===== src/rtl/exc_pkg.sv =====
package exc_pkg;
  localparam int unsigned NMI_NUM = 0;
  localparam int unsigned HFAULT_NUM = 1;
  localparam int unsigned FIXED_CNT = 2;

  typedef enum logic [1:0] {
    EXS_IDLE     = 2'b00,
    EXS_PEND     = 2'b01,
    EXS_ACT      = 2'b10,
    EXS_ACT_PEND = 2'b11
  } exc_state_e;
endpackage


===== src/rtl/exc_src_cell.sv =====
module exc_src_cell (
  input  logic                  clk,
  input  logic                  rst,
  input  logic                  req,
  input  logic                  take,
  input  logic                  done,
  output logic                  pend_n,
  output logic                  act_n,
  output exc_pkg::exc_state_e   state
);
  logic pend_q, act_q;

  // a new request outranks the clear caused by entry
  assign pend_n = (pend_q & ~take) | req;
  assign act_n  = (act_q & ~done) | take;

  always_ff @(posedge clk) begin
    if (rst) begin
      pend_q <= 1'b0;
      act_q  <= 1'b0;
    end else begin
      pend_q <= pend_n;
      act_q  <= act_n;
    end
  end

  assign state = exc_pkg::exc_state_e'({act_q, pend_q});
endmodule


===== src/rtl/exc_nest_stack.sv =====
module exc_nest_stack #(
  parameter int DEPTH = 8,
  parameter int IDX_W = 3
) (
  input  logic             clk,
  input  logic             rst,
  input  logic             push,
  input  logic [IDX_W-1:0] push_idx,
  input  logic             pop,
  output logic [IDX_W-1:0] top_idx,
  output logic             nonempty
);
  localparam int PTR_W = $clog2(DEPTH + 1);
  localparam int ADR_W = (DEPTH > 1) ? $clog2(DEPTH) : 1;

  logic [IDX_W-1:0] mem [DEPTH];
  logic [PTR_W-1:0] cnt;
  logic [PTR_W-1:0] cnt_m1;

  assign cnt_m1 = cnt - PTR_W'(1);

  always_ff @(posedge clk) begin
    if (rst)
      cnt <= '0;
    else if (pop)
      cnt <= cnt_m1;
    else if (push)
      cnt <= cnt + PTR_W'(1);
  end

  // storage without reset so it can map onto distributed RAM
  always_ff @(posedge clk) begin
    if (push && !pop)
      mem[cnt[ADR_W-1:0]] <= push_idx;
  end

  assign top_idx  = mem[cnt_m1[ADR_W-1:0]];
  assign nonempty = (cnt != '0);
endmodule


===== src/rtl/exc_prio_sel.sv =====
module exc_prio_sel #(
  parameter int N_SRC  = 8,
  parameter int PRIO_W = 4
) (
  input  logic [N_SRC-1:0]                pend,
  input  logic [N_SRC-1:0]                act,
  input  logic [N_SRC-3:0]                cfg_en,
  input  logic [(N_SRC-2)*PRIO_W-1:0]     cfg_prio,
  output logic [$clog2(N_SRC)-1:0]        best_idx,
  output logic                            best_vld,
  output logic signed [PRIO_W+1:0]        best_lvl,
  output logic signed [PRIO_W+1:0]        cur_lvl
);
  localparam int IDX_W = $clog2(N_SRC);
  localparam int LVL_W = PRIO_W + 2;
  localparam logic signed [LVL_W-1:0] IDLE_LVL = LVL_W'(1 << PRIO_W);

  logic signed [LVL_W-1:0] lvl [N_SRC];
  logic [N_SRC-1:0] elig;

  for (genvar i = 0; i < N_SRC; i++) begin : g_lvl
    if (i == exc_pkg::NMI_NUM) begin : g_nmi
      assign lvl[i]  = LVL_W'(-2);
      assign elig[i] = pend[i];
    end else if (i == exc_pkg::HFAULT_NUM) begin : g_hf
      assign lvl[i]  = LVL_W'(-1);
      assign elig[i] = pend[i];
    end else begin : g_cfg
      assign lvl[i]  = $signed({2'b00, cfg_prio[(i-2)*PRIO_W +: PRIO_W]});
      assign elig[i] = pend[i] & cfg_en[i-2];
    end
  end

  // ascending scan with strict compare keeps the lower number on ties
  always_comb begin
    best_vld = 1'b0;
    best_idx = '0;
    best_lvl = IDLE_LVL;
    cur_lvl  = IDLE_LVL;
    for (int i = 0; i < N_SRC; i++) begin
      if (elig[i] && (!best_vld || lvl[i] < best_lvl)) begin
        best_vld = 1'b1;
        best_idx = IDX_W'(i);
        best_lvl = lvl[i];
      end
      if (act[i] && lvl[i] < cur_lvl)
        cur_lvl = lvl[i];
    end
  end
endmodule


===== src/rtl/exc_ctrl.sv =====
module exc_ctrl #(
  parameter int N_SRC  = 8,
  parameter int PRIO_W = 4
) (
  input  logic                            clk,
  input  logic                            rst,
  input  logic [N_SRC-1:0]                req_i,
  input  logic [N_SRC-3:0]                cfg_en_i,
  input  logic [(N_SRC-2)*PRIO_W-1:0]     cfg_prio_i,
  input  logic                            ack_i,
  input  logic                            ret_i,
  output logic [2*N_SRC-1:0]              state_o,
  output logic [$clog2(N_SRC)-1:0]        sel_num_o,
  output logic                            sel_valid_o,
  output logic                            preempt_o,
  output logic signed [PRIO_W+1:0]        cur_prio_o
);
  localparam int IDX_W = $clog2(N_SRC);
  localparam int LVL_W = PRIO_W + 2;
  localparam logic signed [LVL_W-1:0] IDLE_LVL = LVL_W'(1 << PRIO_W);

  logic [N_SRC-1:0] pend_n, act_n, take, done;
  logic [IDX_W-1:0] top_idx;
  logic             nest_nonempty;
  logic             do_ack, do_ret;
  exc_pkg::exc_state_e cell_st [N_SRC];

  logic [IDX_W-1:0]        best_idx;
  logic                    best_vld;
  logic signed [LVL_W-1:0] best_lvl, cur_lvl;

  // return wins over entry in the same cycle
  assign do_ret = ret_i & nest_nonempty;
  assign do_ack = ack_i & preempt_o & ~ret_i;

  for (genvar i = 0; i < N_SRC; i++) begin : g_src
    assign take[i] = do_ack & (sel_num_o == IDX_W'(i));
    assign done[i] = do_ret & (top_idx == IDX_W'(i));

    exc_src_cell u_cell (
      .clk    (clk),
      .rst    (rst),
      .req    (req_i[i]),
      .take   (take[i]),
      .done   (done[i]),
      .pend_n (pend_n[i]),
      .act_n  (act_n[i]),
      .state  (cell_st[i])
    );

    assign state_o[2*i +: 2] = cell_st[i];
  end

  exc_nest_stack #(
    .DEPTH (N_SRC),
    .IDX_W (IDX_W)
  ) u_nest (
    .clk      (clk),
    .rst      (rst),
    .push     (do_ack),
    .push_idx (sel_num_o),
    .pop      (do_ret),
    .top_idx  (top_idx),
    .nonempty (nest_nonempty)
  );

  exc_prio_sel #(
    .N_SRC  (N_SRC),
    .PRIO_W (PRIO_W)
  ) u_sel (
    .pend     (pend_n),
    .act      (act_n),
    .cfg_en   (cfg_en_i),
    .cfg_prio (cfg_prio_i),
    .best_idx (best_idx),
    .best_vld (best_vld),
    .best_lvl (best_lvl),
    .cur_lvl  (cur_lvl)
  );

  // decisions are made on next-state so outputs line up with state_o
  always_ff @(posedge clk) begin
    if (rst) begin
      sel_num_o   <= '0;
      sel_valid_o <= 1'b0;
      preempt_o   <= 1'b0;
      cur_prio_o  <= IDLE_LVL;
    end else begin
      sel_num_o   <= best_idx;
      sel_valid_o <= best_vld;
      preempt_o   <= best_vld && (best_lvl < cur_lvl);
      cur_prio_o  <= cur_lvl;
    end
  end
endmodule


===== config.mk =====
export PLATFORM = sky130hd
export DESIGN_NAME = exc_ctrl
export DESIGN_NICKNAME = d
export VERILOG_FILES = /design/src/rtl/exc_pkg.sv /design/src/rtl/exc_src_cell.sv /design/src/rtl/exc_nest_stack.sv /design/src/rtl/exc_prio_sel.sv /design/src/rtl/exc_ctrl.sv
export SDC_FILE = /design/constraint.sdc
export NUM_CORES = 1
export LEC_CHECK = 0
export ABC_AREA = 0
export BUFFER_PORTS_ARGS = -buffer_cell sky130_fd_sc_hd__buf_4
export CORE_ASPECT_RATIO = 0.9
export CORE_MARGIN = 2
export CORE_UTILIZATION = 50
export CTS_BUF_LIST = sky130_fd_sc_hd__clkbuf_2 sky130_fd_sc_hd__clkbuf_4 sky130_fd_sc_hd__clkbuf_8
export DETAILED_ROUTE_END_ITERATION = 10
export PLACE_DENSITY = 0.78
export SLEW_MARGIN = 5
export SYNTH_ARGS = -nofsm -noshare
export SYNTH_HDL_FRONTEND = slang
export SYNTH_HIERARCHICAL = 1
export SYNTH_SLANG_ARGS = --single-unit
export TNS_END_PERCENT = 100

===== constraint.sdc =====
create_clock -name clk -period 12.38 [get_ports clk]
set_input_delay 0.619 -clock clk [delete_from_list [all_inputs] [get_ports clk]]
set_output_delay 0.619 -clock clk [all_outputs]
set_load 0.005 [all_outputs]

# Yosys cells after proc, flatten, opt, wreduce, memory -nomap -nowiden
# Memory sizes are Yosys's and may differ from the RTL's.
# Cells that the tools add are included.
dict set report totals {
  ramBits 24
  ff_bits 31
  mem_count 1
}
# memory depth width read_ports rd_ports_with_merged_regs wr line_no
set memory_table {}
lappend memory_table {u_nest.mem 8 3 1 0 1 exc_nest_stack.sv:16} ;# logic [IDX_W-1:0] mem [DEPTH];
dict set report op_classes {
  mux 35
  n_eq_ne 14
  order_cmp 15
  n_bitwise 74
  reduce_logical 35
  add_sub_neg 2
}
# cell count
set op_table {}
lappend op_table {{6-bit 2-to-1 mux} 16}
lappend op_table {{5-bit by 6-bit < comparator with 1-bit output} 12}
lappend op_table {{1-bit bitwise AND} 41}
lappend op_table {{3-bit == test, second input constant} 8}
lappend op_table {{3-bit 2-to-1 mux} 6}
lappend op_table {{1-bit inverter} 17}
lappend op_table {{1-bit logical AND} 16}
lappend op_table {{1-bit bitwise OR} 16}
lappend op_table {{3-bit by 2-bit == test with 1-bit output, second input constant} 4}
lappend op_table {{1-bit by 6-bit < comparator with 1-bit output, first input constant} 2}
lappend op_table {{1-bit 2-to-1 mux} 11}
lappend op_table {{1-bit logical NOT} 8}
lappend op_table {{4-bit 2-to-1 mux} 2}
lappend op_table {{1-bit logical OR} 7}
lappend op_table {{3-bit by 1-bit == test with 1-bit output, second input constant} 2}
lappend op_table {{3-bit logical NOT} 2}
lappend op_table {{6-bit < comparator} 1}
lappend op_table {{4-bit by 1-bit adder with 4-bit output, second input constant} 1}
lappend op_table {{4-bit nonzero test} 1}
lappend op_table {{4-bit by 1-bit subtractor with 4-bit output, second input constant} 1}
lappend op_table {{2-bit nonzero test} 1}

# Longest topological paths before layout
# Gate-level depths: netlist (run 1).
dict set report logic_depth {
  word_depth 37
  ltp_mapped 49
  depth_no_buf 47
}

# Modules after synthesis
# The synthesis (run 1) kept the hierarchy.
# mod cells_per_inst instances seq_area_each_um2 area_per_inst_um2
set modules_own_cells {}
lappend modules_own_cells {exc_prio_sel 265 1 0.0 1948.1}
lappend modules_own_cells {exc_nest_stack 79 1 800.8 1231.2}
lappend modules_own_cells {exc_src_cell 12 8 40.0 115.1}
lappend modules_own_cells {exc_ctrl 72 1 220.2 578.1}

# Worst setup path before layout (run 1)
# Ideal clock, no wire load.
dict set report synth_path {
  kind {input port to flip-flop}
  from {in ack_i}
  to {reg preempt_o}
  cell_stages 46
  t_arrival_ns 9.799
  setup_time_ns 0.084
  path_slack_ns 2.497
  n_path_buf 1
  cell_sequence {nand2_1 > or3_4 > nor2_1 > nand2b_4 > nand2_1 > nor2_4 > inv_1 > a21oi_1 > ha_1 > a21o_1 > nand2_1 > nand3_1 > a21oi_1 > mux2_2 > ha_1 > a21oi_1 > a211oi_1 > or2_2 > (+10 left out) > ha_1 > a21o_1 > a2111oi_0 > a31o_2 > o21bai_1 > mux2i_1 > ha_1 > o21ai_0 > nor2_1 > nor2_1 > a221oi_1 > a211o_1 > buf_6 > mux2i_1 > ha_1 > a21oi_1 > o21ai_1 > o31ai_2}
}
# item line_no
set synth_lines {}
lappend synth_lines {{from (decl)} exc_ctrl.sv:10} ;# input logic ack_i,
lappend synth_lines {{1-bit bitwise AND * (2 in a row)} exc_ctrl.sv:34} ;# assign do_ack = ack_i & preempt_o & ~ret_i;
lappend synth_lines {{1-bit bitwise AND *} exc_ctrl.sv:37} ;# assign take[i] = do_ack & (sel_num_o == IDX_W'(i));
lappend synth_lines {{named net take[1]} exc_ctrl.sv:22} ;# logic [N_SRC-1:0] pend_n, act_n, take, done;
lappend synth_lines {{1-bit inverter *} exc_src_cell.sv:14} ;# assign pend_n = (pend_q & ~take) | req;
lappend synth_lines {{1-bit bitwise AND *} exc_src_cell.sv:14}
lappend synth_lines {{1-bit bitwise OR *} exc_src_cell.sv:14}
lappend synth_lines {{named net pend_n[1]} exc_ctrl.sv:22}
lappend synth_lines {{1-bit logical AND *} exc_prio_sel.sv:41} ;# if (elig[i] && (!best_vld || lvl[i] < best_lvl)) begin
lappend synth_lines {{(+20 left out)} --}
lappend synth_lines {{6-bit 2-to-1 mux / 1-bit 2-to-1 mux (equally long branches)} exc_prio_sel.sv:41}
lappend synth_lines {{5-bit by 6-bit < comparator with 1-bit output / 1-bit logical NOT (equally long branches)} exc_prio_sel.sv:41}
lappend synth_lines {{1-bit logical OR} exc_prio_sel.sv:41}
lappend synth_lines {{1-bit logical AND} exc_prio_sel.sv:41}
lappend synth_lines {{6-bit 2-to-1 mux *} exc_prio_sel.sv:41}
lappend synth_lines {{named net best_lvl[5]} exc_ctrl.sv:30} ;# logic signed [LVL_W-1:0] best_lvl, cur_lvl;
lappend synth_lines {{6-bit < comparator *} exc_ctrl.sv:91} ;# preempt_o <= best_vld && (best_lvl < cur_lvl);
lappend synth_lines {{1-bit logical AND *} exc_ctrl.sv:91}
lappend synth_lines {{to (signal assigned)} exc_ctrl.sv:91}
lappend synth_lines {{to (decl)} exc_ctrl.sv:15} ;# output logic preempt_o,
# The timed path passes the listed nets; every way through them passes the cells marked *.
# A chain may end at the register's enable or synchronous reset.

# Final worst setup path (run 1)
dict set report layout_path {
  from {reg u_nest.cnt[0]}
  to {reg preempt_o}
}
dict set report layout_between {
  elab_chain_cells 31
}
# item line_no
set layout_lines {}
lappend layout_lines {{from (decl)} exc_nest_stack.sv:17} ;# logic [PTR_W-1:0] cnt;
lappend layout_lines {{from (signal assigned)} exc_nest_stack.sv:26} ;# cnt <= cnt_m1;
lappend layout_lines {{from (signal assigned)} exc_nest_stack.sv:28} ;# cnt <= cnt + PTR_W'(1);
lappend layout_lines {{4-bit by 1-bit subtractor with 4-bit output *} exc_nest_stack.sv:20} ;# assign cnt_m1 = cnt - PTR_W'(1);
lappend layout_lines {{memory 8 x 3 bit *} --}
lappend layout_lines {{named net top_idx[2]} exc_ctrl.sv:23} ;# logic [IDX_W-1:0] top_idx;
lappend layout_lines {{3-bit logical NOT *} exc_ctrl.sv:38} ;# assign done[i] = do_ret & (top_idx == IDX_W'(i));
lappend layout_lines {{1-bit bitwise AND *} exc_ctrl.sv:38}
lappend layout_lines {{named net done[0]} exc_ctrl.sv:22}
lappend layout_lines {{1-bit inverter *} exc_src_cell.sv:15} ;# assign act_n = (act_q & ~done) | take;
lappend layout_lines {{1-bit bitwise AND *} exc_src_cell.sv:15}
lappend layout_lines {{(+1 left out)} --}
lappend layout_lines {{named net act_n[0]} exc_ctrl.sv:22}
lappend layout_lines {{(+17 left out)} --}
lappend layout_lines {{1-bit logical AND} exc_prio_sel.sv:46} ;# if (act[i] && lvl[i] < cur_lvl)
lappend layout_lines {{6-bit 2-to-1 mux *} exc_prio_sel.sv:46}
lappend layout_lines {{5-bit by 6-bit < comparator with 1-bit output} exc_prio_sel.sv:46}
lappend layout_lines {{1-bit logical AND} exc_prio_sel.sv:46}
lappend layout_lines {{6-bit 2-to-1 mux *} exc_prio_sel.sv:46}
lappend layout_lines {{named net cur_lvl[5]} exc_ctrl.sv:30}
lappend layout_lines {{6-bit < comparator *} exc_ctrl.sv:91}
lappend layout_lines {{1-bit logical AND *} exc_ctrl.sv:91}
# Marked as above.

==> results of run 1 <==
-- stage by stage --
stage / instances / util
2_1_floorplan: 512 / -
6_report: 686 / 0.5756
5_1_grt: 686 / 0.5756
3_5_place_dp: 678 / 0.5656
3_3_place_gp: 678 / 0.5656
4_1_cts: 686 / 0.5756
-- cell families (layout without fill, tap and decap cells) --
family                   Yosys count  in the layout  synth area share
AO/OA/AOI/OAI                    107            107            0.1733
XOR/XNOR                           2              2          0.003745
adder cells (fa/ha/maj)           38             38            0.1016
buffers and inverters             83            135           0.08585
flip-flops                        55             55            0.2867
multiplexers                      42             42            0.1137
AND/OR/NAND/NOR                  185            185            0.2351
-- critical path, delay by kind of cell (launching register included) --
kind / cells / cell delay (ps)
AND/OR/NAND/NOR: 7 / 1880
adder cells (fa/ha/maj): 7 / 2000
buffers and inverters: 5 / 700
AO/OA/AOI/OAI: 17 / 3600
multiplexers: 7 / 2300
flip-flops: 1 / 710
-- synthesized netlist by cell type (4+ instances only) --
cell       n  area (sq um)
a21o_1     7         52.55
o21a_1     5         37.54
nor2_1    45         168.9
mux2i_1   19         190.2
and3_1     4         25.02
nand2_1   46         172.7
o21ai_0   15         75.07
buf_6      4         45.04
nand2b_4  16         220.2
nand3_1   14         70.07
clkbuf_1   4         15.01
edfxtp_1  24         720.7
nor2b_1    8         50.05
a21oi_2   17         148.9
mux2_2    16         180.2
nand2b_1   8         50.05
nor3_1    12         60.06
inv_1     59         221.5
dfxtp_1   31         620.6
buf_4     16         120.1
a21oi_1   22         110.1
ha_1      38         475.5
-- state kept, by name, summed over array words and instances (netlist names) --
| register | flops |
|---|---|
| preempt_o | 1 |
| u_nest/cnt | 4 |
| cur_prio_o | 6 |
| sel_num_o | 3 |
| g_src.u_cell/act_q | 8 |
| sel_valid_o | 1 |
| u_nest/mem | 24 |
| g_src.u_cell/pend_q | 8 |
-- area by class of cell --
| type | instances | area (sq um) |
|---|---|---|
| Clock buffer | 5 | 68.82 |
| Clock inverter | 3 | 22.52 |
| Fill cell | 787 | 3872 |
| Inverter | 59 | 221.5 |
| Multi-Input combinational cell | 374 | 2935 |
| Sequential cell | 55 | 1341 |
| Tap cell | 122 | 152.6 |
| Timing Repair Buffer | 68 | 510.5 |
-- worst max path at each step --
stage / end / cells past startpoint / slack, ps / from
2_1_floorplan: preempt_o / 46 / 2500 / ack_i
3_3_place_gp: preempt_o / 45 / 1330 / ret_i
3_5_place_dp: preempt_o / 45 / 1170 / ret_i
4_1_cts: preempt_o / 43 / 1280 / u_nest/cnt[0]
5_1_grt: preempt_o / 43 / 430 / u_nest/cnt[0]
6_report: preempt_o / 43 / 1110 / u_nest/cnt[0]
-- layer usage --
metal  vias up  track usage  share of wire
met2       128       0.4312           0.50
met3        24      0.02167          0.046
met5         -            0              0
met1      1868       0.2716           0.43
met4         0      0.07566          0.021
li1       1913            -              -
-- power by group through the flow --
stage / sequential, uW / combinational (uW) / clock, uW
4_1_cts: 226 / 275 / 105
6_report: 226 / 279 / 102
2_1_floorplan: 216 / 220 / 0
5_1_grt: 228 / 309 / 112
3_5_place_dp: 230 / 274 / 0
3_3_place_gp: 229 / 264 / 0
-- cell usage in the layout, fill, tap and decap left out, types with 4 or more instances in the layout --
cell type | synthesis | final
ha_1 | 38 | 38
edfxtp_1 | 24 | 24
mux2i_1 | 19 | 19
dfxtp_1 | 31 | 31
nand2b_1 | 8 | 8
mux2_2 | 16 | 16
and3_1 | 4 | 4
nor3_1 | 12 | 12
nand2b_4 | 16 | 16
a21oi_1 | 22 | 22
nor2_1 | 45 | 45
a21oi_2 | 17 | 17
o21a_1 | 5 | 5
nand3_1 | 14 | 14
clkbuf_8 | 0 | 5
nor2b_1 | 8 | 8
a21o_1 | 7 | 7
o21ai_0 | 15 | 15
nand2_1 | 46 | 46
buf_4 | 16 | 68
inv_1 | 59 | 59
==> impl_metrics.toml, run 1 <==
[routing]
wl_per_cell_um = 16.47
drt_wl_total_um = 11300
first_iter_violations = 197
drc = 0
dr.pass1.iters = 5
routed-via-count = 3933
antenna_left = 0
routed_via_density = 5.733

[setup_path]
path_class = "flip-flop to flip-flop"
max_stage_delay_ps = 710
crit_required_ps = 12620
startpoint_type = "flip-flop"
reg2reg_slack_ps = 1110
r2r_end = "preempt_o"
rr_worst_depth = 43
crit_fanout = 14
cp_slowest_cell = "dfxtp_1"
r2r-start = "u_nest/cnt[0]"
cp.arrival_ps = 11500
crit_path_end_kind = "flip-flop"
critPathMostFrequentCell = "ha_1"

[timing]
final.setup.tns_ps = 0
timing.final.crit_share = 0.9101
slew_headroom = 0.5529
holdWs_ps = 502.0
worstMarginPinSlew_ps = 668.2
rsz0062_at_grt = "no"
period_minus_slack_ps = 11270
setup_viol = 0
clock.fmax_mhz = 88.75
skew_ps = 10.80
finalHoldViolations = 0
fin_ws_ps = 1113
slew_viol_final = 0

[pwr]
p_int_uw = 378.4
sw_frac_of_total = 0.3769
p_per_area_nw_per_um2 = 115.6
p_total_uw = 607.2
clock_power_share = 0.168
leakage_uw = 0.002283
power_frac_seq = 0.372
ir_drop_mv = 0.05774
combPwrFrac = 0.459
switchingPower_uw = 228.9

[logic_synthesis]
synth.ff_latch_count = 55
yosys.cell_types.count = 79
synth-main-ff-cell = "dfxtp_1"
synthesis.area_sq_um = 4678
netlist_instances = 512
synth_edf_count = 24
async_reset_ff_frac = 0
avgSynthCellArea_sq_um = 9.137
ys.warnings.count = 6
syn_nets = 592
ys_seq_area_frac = 0.2867

[clocking]
clock_path_buffers = 2
cts_tree = "yes"
cts-htree-levels = 2
clkLatencyLatePin_ps = 310
numClockSinks = 55
numCtsBuffers = 5
post_cts_buffers = 0
cts.repair.resized = 0
hold_buffers = 0
clk_pin_slew_ps = 110
root_buffer = "clkbuf_8"

[floorplanning]
std_cell_rows = 33
core-area_sq_um = 9125
start_util = 0.5127
die-area_sq_um = 10150
die_w_um = 106.0
pin_count = 69
fp.dieH_um = 95.77

[grt]
grt_pass1_vias = 3915
gr-usage-all-layers = 0.2270
grt_max_degree = 32
grt-ovfl-total = 0
antenna_found_initial = 0
grt_pass1_wl_um = 18210

[cells_and_area]
fin_area_sq_um = 5253
area_growth_pct = 12.28
nets = 643
antenna_cells = 0
drive_above_1_share = 0.2624

[placement]
placed_area_sq_um = 5161
place_hpwl_um = 9217
gp_congestion = 1.009
numPortBuffers = 68
post-place-ws_ps = 1172

[status]
status = "finished clean"

[worst_hold_path]
hold_path_depth = 2
hp-class = "flip-flop to flip-flop"
whs_endpoint = "g_src[1].u_cell/pend_q"
hp-start = "g_src[1].u_cell/pend_q"

[job]
drv_cap = 0
(Power assumes the default switching activity.)
==> run 2: changes to the inputs <==
- CORE_MARGIN: 2 -> default
- RECOVER_POWER: default -> 100
==> run 2 against run 1 <==
Effect of this change:
- hold slack worse by 0.72 ps
- sequential share of layout area is 0.47 points higher
- first-iteration DRC count is the same
- clock-buffer cell count increased by 2
- fmax is 0.28% lower
- clock skew is 3.3 ps lower
- die area shrank 3.9%
- power down 1.0%
- cell count is the same
- register-to-register slack got worse by 30 ps
- largest cell class unchanged
==> impl_metrics.toml, run 2 (same netlist as run 1, synthesis figures left out) <==
[timing]
rsz0062_at_grt = "no"
clock.fmax_mhz = 88.51
final.setup.tns_ps = 0
worstMarginPinSlew_ps = 654.8
period_minus_slack_ps = 11300
fin_ws_ps = 1081
slew_headroom = 0.5601
timing.final.crit_share = 0.9127
slew_viol_final = 0
skew_ps = 7.457
finalHoldViolations = 0
setup_viol = 0

[cells_and_area]
largest_reg_flops = 24
nets = 643
area_growth_pct = 10.24
fin_cells = 686
fillCellCount = 824
seq_area_sq_um = 1341
drive_above_1_share = 0.2252
antenna_cells = 0
final_common_cell = "inv_1"
fin_area_sq_um = 5157
multiInputGateArea_sq_um = 2836
final_cell_mix = "59 x inv_1, 46 x nand2_1, 45 x nor2_1"

[routing]
wirelength_met1_um = 5021
top_layer = "met4"
drt_wl_total_um = 11020
dr_wl_met3_um = 403
routed-via-count = 3847
drc = 0
dr.pass1.iters = 4
first_iter_violations = 197
antenna_left = 0
wl_per_cell_um = 16.07
met2_length_um = 5391
routed_via_density = 5.608

[clocking]
cts-htree-levels = 2
clkLatencyLatePin_ps = 310
cts.repair.resized = 0
clock_path_buffers = 2
numClockSinks = 55
clk_pin_slew_ps = 90
post_cts_buffers = 0
numCtsBuffers = 5
hold_buffers = 0
root_buffer = "clkbuf_8"
cts_tree = "yes"

[status]
status = "finished clean"

[placement]
placed_area_sq_um = 5161
placedCellCount = 678
post-place-ws_ps = 1038
gp_congestion = 0.9315
numPortBuffers = 68
place_hpwl_um = 9064

[grt]
grt-ovfl-total = 0
grt_pass1_wl_um = 18150
grt_pass1_vias = 3819
gr-usage-all-layers = 0.2311
grt_max_degree = 32
antenna_found_initial = 0

[setup_path]
cp.arrival_ps = 11510
cp_slowest_cell = "a2111oi_2"
critPathMostFrequentCell = "ha_1"
r2r-start = "sel_num_o[2]"
crit_path_end_kind = "flip-flop"
crit_fanout = 11
crit_start = "sel_num_o[2]"
startpoint_type = "flip-flop"
crit_required_ps = 12590
path_class = "flip-flop to flip-flop"
max_stage_delay_ps = 560

[pwr]
ir_drop_mv = 0.07043
p_per_area_nw_per_um2 = 116.5
leakage_uw = 0.002251
p_total_uw = 601.0

[floorplanning]
core-area_sq_um = 9084
pin_count = 69
std_cell_rows = 33
die-area_sq_um = 9748
start_util = 0.5150
die_w_um = 104.0
fp.dieH_um = 93.77

[worst_hold_path]
hp-class = "flip-flop to flip-flop"
hp-start = "g_src[2].u_cell/act_q"

[job]
drv_cap = 0
run 2: worst max-delay path: cells and delay by family (launching register included):
kind | cells | cell delay [ps]
DFF | 1 | 440
AOI/OAI and AO/OA | 19 | 4980
muxes | 5 | 1560
buffers and inverters | 3 | 330
and+or+nand+nor | 11 | 2190
adders and majority gates | 6 | 1700
run 2: power by group:
group | switching, uW | internal (uW)
clock | 56.9 | 48.1
sequential | 21.6 | 203
combinational | 147 | 124
run 2: area by class of cell:
type,instances,area share
clock buffers,7,0.01747
clock inverters,1,0.001698
inverters,59,0.04294
multi-input cells,374,0.5500
flip-flops and latches,55,0.2601
well taps,122,0.02960
repair buffers,68,0.09825
run 2: path summary, 6_finish.rpt:
kind | to | slack [ps] | depth (start not counted)
max | preempt_o | 1080 | 44
min reg2reg | g_src[2].u_cell/act_q | 500 | 2
max reg2reg | preempt_o | 1080 | 44
min | g_src[2].u_cell/act_q | 500 | 2
run 2: stage by stage:
stage          utilization  hold slack (ps)
2_1_floorplan            -            470.6
3_3_place_gp        0.5682            484.3
3_5_place_dp        0.5682            486.8
4_1_cts             0.5791            500.5
5_1_grt             0.5678            519.4
6_report            0.5678            501.3
run 2: routing by layer:
metal  global-route usage  vias up
met5                    0        -
met4              0.07024        0
met3              0.02219       17
met2               0.4217      107
met1               0.2895     1815
li1                     -     1908
==> run 3: changes to the inputs <==
- SYNTH_HIERARCHICAL: 1 -> default
==> run 3 against run 2 <==
Effect of this change:
- global-route usage grew 4.1 points
- via count grew 18%
- power grew 12%
- first-iteration DRC count grew 81%
- clock power grew 7%
- register-to-register slack lost 250 ps
==> impl_metrics.toml, run 3 <==
[logic_synthesis]
ys_top_cells_by_count = "48 x nor2_1, 39 x a21oi_1, 37 x ha_1, 37 x inv_1, 31 x dfxtp_1"
synthesis.area_sq_um = 4679
syn_nets = 607
yosys.cell_types.count = 77
netlist_instances = 528
ys.warnings.count = 0
ys_top_cells_by_area = "edfxtp_1 15%, dfxtp_1 13%, ha_1 9.9%, a21oi_1 4.2%, nor2_1 3.9%"
synth.ff_latch_count = 55
ys_seq_area_frac = 0.2866
yosys.area.top_type_share = 0.1540
synth_edf_count = 24
synth-main-ff-cell = "dfxtp_1"
yosysMostFrequentCell = "nor2_1"
avgSynthCellArea_sq_um = 8.863
async_reset_ff_frac = 0
synth_top_area_cell = "edfxtp_1"

[routing]
antenna_left = 0
drt_wl_total_um = 13300
first_iter_violations = 357
drc = 0
routed_via_density = 6.423
wl_per_cell_um = 18.90
routed-via-count = 4522
dr.pass1.iters = 5

[clocking]
clk_pin_slew_ps = 120
cts-htree-levels = 2
root_buffer = "clkbuf_8"
numCtsBuffers = 5
clkLatencyLatePin_ps = 330
cts_tree = "yes"
clock_path_buffers = 2
numClockSinks = 55

[setup_path]
critPathMostFrequentCell = "ha_1"
startpoint_type = "flip-flop"
crit_path_end_kind = "flip-flop"
crit_fanout = 22
max_stage_delay_ps = 610
rr_worst_depth = 46
crit_cells = 46
path_class = "flip-flop to flip-flop"
crit_required_ps = 12640
cp.arrival_ps = 11800
critical-path-top-delay-family = "compound AO/OA/AOI/OAI gates"
cp_slowest_cell = "dfxtp_1"
reg2reg_slack_ps = 840
r2r_end = "preempt_o"
r2r-start = "sel_num_o[2]"
critPathBufInv = 5

[timing]
worstMarginPinSlew_ps = 863.2
finalHoldViolations = 0
setup_viol = 0
holdWs_ps = 502.5
slew_viol_final = 0
rsz0062_at_grt = "no"
final.setup.tns_ps = 0
timing.final.crit_share = 0.9325
period_minus_slack_ps = 11540
skew_ps = 20.96
slew_headroom = 0.4238
clock.fmax_mhz = 86.62

[grt]
grt-ovfl-total = 0
gr-usage-all-layers = 0.2722
grt_max_degree = 25
antenna_found_initial = 0
grt_pass1_vias = 4322
grt_pass1_wl_um = 21210

[worst_hold_path]
hp-start = "g_src[4].u_cell.pend_q"
hold_path_depth = 2
whs_endpoint = "g_src[4].u_cell.pend_q"
hp-class = "flip-flop to flip-flop"

[pwr]
p_per_area_nw_per_um2 = 126.9
ir_drop_mv = 0.08547
leakage_uw = 0.002242

[floorplanning]
start_util = 0.5152
pin_count = 69
die_w_um = 104.0
fp.dieH_um = 93.78
core-area_sq_um = 9084
std_cell_rows = 33
die-area_sq_um = 9750

[placement]
placedCellCount = 692
gp_congestion = 0.9506
place_hpwl_um = 10470
numPortBuffers = 68

[cells_and_area]
fin_cells = 704
final_cell_mix = "48 x nor2_1, 48 x buf_4, 39 x a21oi_1"
area_growth_pct = 13.64
largest_reg_flops = 24
nets = 660
drive_above_1_share = 0.2096
utilization = 0.5854
fillCellCount = 822
antenna_cells = 0

[status]
status = "finished clean"

[job]
drv_cap = 0
-- run 3: cell types whose count changed after synthesis, sizes merged, moves of 9 or more --
cell,previous run,this run
inv,59,37
nand2,46,29
nand2b,24,9
a31oi,3,14
mux2,17,8
-- run 3: timing repair --
| action | in CTS | in global routing |
|---|---|---|
| setup endpoints to repair | 0 | 1 |
| hold buffers | 0 | 0 |
| gates resized for setup | 0 | 8 |
| buffers inserted | 0 | 4 |
-- run 3: how the worst max path moves through the flow --
stage	start	end	slack, ps
final	sel_num_o[2]	preempt_o	840
after global routing	u_nest.cnt[0]	preempt_o	50
after CTS	u_nest.cnt[0]	preempt_o	220
after detailed placement	u_nest.cnt[0]	preempt_o	270
after global placement	u_nest.cnt[0]	preempt_o	900
after floorplan	u_nest.cnt[0]	preempt_o	1940
-- run 3: kinds of logic (layout without fill, tap and decap cells) --
logic type	count (synthesis)	in the layout	synth area share
buffers and inverters	66	120	0.06952
adders and majority gates	37	37	0.09893
muxes	29	29	0.07834
and+or+nand+nor	170	170	0.1888
xor gates and xnor gates	2	2	0.007755
AOI/OAI and AO/OA	169	169	0.2701
DFF	55	55	0.2866
-- run 3: final cells by class --
type                            count  area (sq um)  area share
Inverter                           37         138.9     0.02612
Tap cell                          122         152.6     0.02871
Multi-Input combinational cell    407          3023      0.5685
Timing Repair Buffer               75         555.5      0.1045
Clock buffer                        5         68.82     0.01294
Sequential cell                    55          1345      0.2529
Clock inverter                      3         33.78    0.006353
-- run 3: through the flow --
stage          power (uW)  setup slack [ps]  area (sq um)
2_1_floorplan       471.5              1938          4679
3_3_place_gp        540.8             899.6          5179
3_5_place_dp        556.2             269.0          5179
4_1_cts             666.6             219.9          5281
5_1_grt             714.1             49.75          5318
6_report            674.5             835.4          5318
-- run 3: per-layer routing --
| metal | track usage | up-vias | share of wire |
|---|---|---|---|
| met3 | 0.04161 | 27 | 0.070 |
| li1 | - | 2105 | - |
| met2 | 0.4633 | 211 | 0.48 |
| met4 | 0.1155 | 0 | 0.023 |
| met1 | 0.3453 | 2179 | 0.43 |
| met5 | 0 | - | 0 |
-- run 3: worst register-to-register path, delay by kind of cell, from the launching register on --
family | cells | cell delay [ps]
fa+ha+maj | 6 | 1730
compound gates | 22 | 5400
mux | 3 | 820
buf+inv | 5 | 730
flops | 1 | 610
simple gates | 10 | 2190
-- run 3: power breakdown --
group / switching (uW) / internal [uW] / total (uW)
logic: 195 / 144 / 340
clock network: 68.8 / 42.8 / 112
registers: 20.3 / 203 / 223
